===== src/rtl/idcrc_pkg.sv =====
package idcrc_pkg;
  localparam int         CRC_W     = 8;
  localparam logic [7:0] POLY_REFL = 8'h8C;  // x^8+x^5+x^4+1, reflected

  typedef enum logic [1:0] {
    PH_IDLE,
    PH_BODY,
    PH_TAIL
  } phase_e;
endpackage


===== src/rtl/idcrc_seq.sv =====
module idcrc_seq
  import idcrc_pkg::*;
#(
  parameter int ID_BITS = 64,
  parameter int CHK_W   = 8
) (
  input  logic clk,
  input  logic rst,
  input  logic start_i,
  input  logic valid_i,
  output logic take_body_o,
  output logic take_tail_o,
  output logic take_last_o
);
  localparam int DATA_BITS = ID_BITS - CHK_W;
  localparam int CW        = $clog2(ID_BITS);

  phase_e        ph_q;
  logic [CW-1:0] cnt_q;

  assign take_body_o = valid_i && !start_i && (ph_q == PH_BODY);
  assign take_tail_o = valid_i && !start_i && (ph_q == PH_TAIL);
  assign take_last_o = take_tail_o && (cnt_q == CW'(ID_BITS - 1));

  always_ff @(posedge clk) begin
    if (rst) begin
      ph_q  <= PH_IDLE;
      cnt_q <= '0;
    end else if (start_i) begin
      ph_q  <= PH_BODY;
      cnt_q <= '0;
    end else if (take_body_o) begin
      cnt_q <= cnt_q + CW'(1);
      if (cnt_q == CW'(DATA_BITS - 1)) ph_q <= PH_TAIL;
    end else if (take_tail_o) begin
      if (take_last_o) begin
        ph_q  <= PH_IDLE;
        cnt_q <= '0;
      end else begin
        cnt_q <= cnt_q + CW'(1);
      end
    end
  end

  AST_SINGLE_TAKE: assert property (@(posedge clk) disable iff (rst)
    $countones({take_body_o, take_tail_o}) <= 1);
endmodule


===== src/rtl/idcrc_lfsr.sv =====
module idcrc_lfsr #(
  parameter int             W    = 8,
  parameter logic [W-1:0]   MASK = 8'h8C
) (
  input  logic         clk,
  input  logic         rst,
  input  logic         clr_i,
  input  logic         en_i,
  input  logic         bit_i,
  output logic [W-1:0] crc_o
);
  logic [W-1:0] crc_q;
  logic [W-1:0] crc_nxt;
  logic         fb;

  assign fb = crc_q[0] ^ bit_i;

  for (genvar i = 0; i < W; i++) begin : g_tap
    if (i == W - 1) begin : g_top
      assign crc_nxt[i] = fb & MASK[i];
    end else begin : g_mid
      assign crc_nxt[i] = crc_q[i+1] ^ (fb & MASK[i]);
    end
  end

  always_ff @(posedge clk) begin
    if (rst || clr_i) crc_q <= '0;
    else if (en_i)    crc_q <= crc_nxt;
  end

  assign crc_o = crc_q;

  AST_CLR_ZERO: assert property (@(posedge clk) disable iff (rst)
    clr_i |=> (crc_o == '0));
endmodule


===== src/rtl/idcrc_tail.sv =====
module idcrc_tail #(
  parameter int W = 8
) (
  input  logic         clk,
  input  logic         rst,
  input  logic         clr_i,
  input  logic         en_i,
  input  logic         bit_i,
  output logic [W-1:0] nxt_o
);
  logic [W-1:0] byte_q;

  assign nxt_o = {bit_i, byte_q[W-1:1]};

  always_ff @(posedge clk) begin
    if (rst || clr_i) byte_q <= '0;
    else if (en_i)    byte_q <= nxt_o;
  end
endmodule


===== src/rtl/idcrc_check.sv =====
module idcrc_check
  import idcrc_pkg::*;
#(
  parameter int                 ID_BITS = 64,
  parameter int                 CHK_W   = CRC_W,
  parameter logic [CHK_W-1:0]   POLY    = POLY_REFL
) (
  input  logic             clk,
  input  logic             rst,
  input  logic             start_i,
  input  logic             bit_valid_i,
  input  logic             bit_i,
  output logic             done_o,
  output logic             match_o,
  output logic [CHK_W-1:0] crc_o
);
  logic             take_body;
  logic             take_tail;
  logic             take_last;
  logic [CHK_W-1:0] chk_nxt;
  logic             done_q;
  logic             match_q;

  idcrc_seq #(.ID_BITS(ID_BITS), .CHK_W(CHK_W)) u_seq (
    .clk(clk), .rst(rst), .start_i(start_i), .valid_i(bit_valid_i),
    .take_body_o(take_body), .take_tail_o(take_tail), .take_last_o(take_last)
  );

  idcrc_lfsr #(.W(CHK_W), .MASK(POLY)) u_lfsr (
    .clk(clk), .rst(rst), .clr_i(start_i), .en_i(take_body),
    .bit_i(bit_i), .crc_o(crc_o)
  );

  idcrc_tail #(.W(CHK_W)) u_tail (
    .clk(clk), .rst(rst), .clr_i(start_i), .en_i(take_tail),
    .bit_i(bit_i), .nxt_o(chk_nxt)
  );

  always_ff @(posedge clk) begin
    if (rst || start_i) begin
      done_q  <= 1'b0;
      match_q <= 1'b0;
    end else begin
      done_q <= take_last;
      if (take_last) match_q <= (crc_o == chk_nxt);
    end
  end

  assign done_o  = done_q;
  assign match_o = match_q;

  AST_DONE_ONE_CYCLE: assert property (@(posedge clk) disable iff (rst)
    done_o |=> !done_o);
  AST_START_CLEARS: assert property (@(posedge clk) disable iff (rst)
    start_i |=> (crc_o == '0 && !done_o && !match_o));
  AST_TAIL_CRC_FROZEN: assert property (@(posedge clk) disable iff (rst)
    take_tail |=> $stable(crc_o));
  AST_MATCH_STEADY: assert property (@(posedge clk) disable iff (rst)
    (!start_i && !take_last) |=> $stable(match_o));
  AST_IGNORED_STROBE: assert property (@(posedge clk) disable iff (rst)
    (!start_i && !take_body) |=> $stable(crc_o));
endmodule


===== config.mk =====
export PLATFORM = sky130hd
export DESIGN_NAME = idcrc_check
export DESIGN_NICKNAME = d
export VERILOG_FILES = /design/src/rtl/idcrc_pkg.sv /design/src/rtl/idcrc_seq.sv /design/src/rtl/idcrc_lfsr.sv /design/src/rtl/idcrc_tail.sv /design/src/rtl/idcrc_check.sv
export SDC_FILE = /design/constraint.sdc
export NUM_CORES = 1
export LEC_CHECK = 0
export ABC_AREA = 1
export ABC_CLOCK_PERIOD_IN_PS = 1600
export BUFFER_PORTS_ARGS = -buffer_cell sky130_fd_sc_hd__buf_2
export CAP_MARGIN = 20
export CORE_MARGIN = 2
export CORE_UTILIZATION = 40
export DETAILED_ROUTE_END_ITERATION = 10
export MAX_ROUTING_LAYER = met4
export REMOVE_ABC_BUFFERS = 1
export SYNTH_ARGS = -nofsm -noshare
export SYNTH_HDL_FRONTEND = slang
export SYNTH_SLANG_ARGS = --single-unit

===== constraint.sdc =====
create_clock -name clk -period 1.6 [get_ports clk]
set_clock_uncertainty 0.1 [all_clocks]
set_input_delay 0.16 -clock clk [delete_from_list [all_inputs] [get_ports clk]]
set_output_delay 0.16 -clock clk [all_outputs]
set_load 0.01 [all_outputs]

==> reports/metrics.yaml <==
status:
  status: "complete, no violations"
timing:
  setup_viol: 0
  hold_viol: 0
  rsz0062_at_grt: "false"
  fmax_ghz: 0.714
  setup_tns_ns: 0
  relSlewSlack_pct: 77.8
  finalCriticalPeriod_ns: 1.40
  worstMarginPinSlew_ns: 0.331
  worst_slack_ns: 0.200
  maxSlewViolCount: 0
  period_share_pct: 87.5
clock_network:
  root_buffer: "clkbuf_4"
  clock_path_buffers: 2
  clk_latency_ns: 0.31
  clock_sinks: 25
  clk_pin_slew_ns: 0.13
  cts_tree: "yes"
  htreeDepth: 1
  cts_setup_buffers: 0
  numCtsBuffers: 3
floorplanning:
  start_util_pct: 41.3
  core-area_um2: 3000
  die_w_um: 59.7
  die_area_um2: 3560
  io_pins: 15
  die_h_um: 59.7
  num_rows: 20
place:
  pre_cts_slack_ns: 0.215
  routabilityCongestion: 0.829
  port_buffers: 14
  placed_area_um2: 1320
  hpwl_mm: 1.78
drt:
  viasPerCell: 4.84
  firstDrtPassIters: 4
  drtIter0Drc: 70
  postRouteAntennaNets: 0
  drc: 0
  wl_per_cell_um: 10.6
  num_vias: 1050
  totalWireLength_mm: 2.31
setup_path:
  worst_setup_path_start_kind: "flop"
  crit_type: "flop to flop"
  crit_fanout: 7
  crit_required_ns: 1.72
  rrSetupSlack_ns: 0.20
  cp.arrival_ns: 1.52
  cp-end-kind: "flop"
logic_synthesis:
  syn-cell-area_um2: 1240
  async_reset_ff_share_pct: 0
  synthDistinctLibCells: 18
  yosysWarnings: 0
  ys_ff_latch: 25
  synthFlopType: "dfxtp_1"
  synth-seq-area-share_pct: 40.3
  syn_inst: 170
  avgSynthCellArea_um2: 7.30
  synth-edff-count: 0
global_routing:
  grt_max_degree: 14
  antenna_found_initial: 0
  grt_pass1_vias: 967
  grt.overflow.total: 0
  grt.total_usage_pct: 15.1
  grt_pass1_wl_mm: 3.99
cells_and_area:
  area_growth_pct: 9.07
  layout_commonest_cell: "nand2_1"
  fin_nets: 191
  final_layout_size_suffix_gt1_share_pct: 18.5
  final_cell_mix: "30 x nand2_1, 28 x nor2_1, 25 x dfxtp_1"
  diodes: 0
  final_area_um2: 1350
  final_core_util_pct: 45.1
worst_hold_path:
  worstHoldPathType: "input port to flop"
job:
  cap_violations: 0
power_and_ir_drop:
  ir_worst_vdd_mv: 0.406
  total_power_uw: 1000
  p_per_area_nw_per_um2: 738
  leakagePower_nw: 0.586
==> kinds of logic after synthesis <==
family,synth area share [%]
XOR/XNOR,4.94
adder cells (fa/ha/maj),1.01
AO/OA/AOI/OAI,11.7
AND/OR/NAND/NOR,32.0
buffers and inverters,10.1
flip-flops,40.3
==> critical path: stages (launching register included) <==
cell and delay, ns:
dfxtp_1 0.38, ha_1 0.22, nand3_1 0.11, nor2_1 0.17, nand2_4 0.11, a21oi_1 0.15
nor2_1 0.06
==> timing repair <==
| item | 4_1_cts | 5_1_grt |
|---|---|---|
| resized for setup | 0 | 0 |
| hold endpoints to repair | 1 | 0 |
| hold buffers | 1 | 0 |
==> per-layer routing <==
layer / track usage [%] / vias up / wire (um)
met2: 23.9 / 19 / 1060
met4: 6.03 / 0 / 15
met5: - / - / 0
li1: - / 555 / -
met3: 2.60 / 2 / 88
met1: 19.0 / 474 / 1150
==> state kept, by name, summed over array words and instances (netlist names) <==
register       cells
u_seq.ph_q         2
u_tail.byte_q      7
match_o            1
done_o             1
u_lfsr.crc_o       8
u_seq.cnt_q        6
==> where the power goes <==
group	internal [mW]	leakage (nW)	switching [mW]
sequential	0.628	0.202	0.00667
combinational	0.0332	0.369	0.0545
clock	0.0973	0.0150	0.180
total	0.759	0.586	0.241
==> per-stage QoR <==
step                instances  hold slack (ns)
floorplan                 163            0.129
global placement          212            0.240
detailed placement        212            0.244
CTS                       217           0.0217
global route              217           0.0135
finish                    217           0.0260
==> cell type report <==
class | count | area, um2
Fill cell | 324 | 1650
Multi-Input combinational cell | 118 | 616
Sequential cell | 25 | 500
Timing Repair Buffer | 17 | 95.1
Inverter | 20 | 75.1
Tap cell | 33 | 41.3
Clock buffer | 4 | 26.3
==> final timing paths <==
kind / start / to / cells after the start
hold / removal: start_i / u_seq.ph_q[0] / 3
setup reg to reg: u_seq.cnt_q[1] / u_seq.cnt_q[0] / 6
hold reg to reg: u_tail.byte_q[1] / u_tail.byte_q[1] / 2
setup / recovery: u_seq.cnt_q[1] / u_seq.cnt_q[0] / 6
==> cell usage after synthesis (2+ instances only) <==
cell type / n / area share (%)
a21oi_1: 15 / 6.0
buf_4: 6 / 3.6
dfxtp_1: 25 / 40
inv_1: 17 / 5.1
inv_2: 3 / 0.91
nand2_1: 30 / 9.1
nand2_2: 2 / 1.0
nand2_4: 3 / 2.7
nand3_1: 11 / 4.4
nor2_1: 28 / 8.5
nor2_2: 2 / 1.0
nor2_4: 4 / 3.6
o21ai_0: 13 / 5.2
xnor2_1: 7 / 4.9
Note: power is estimated with default switching activity, not from simulation.
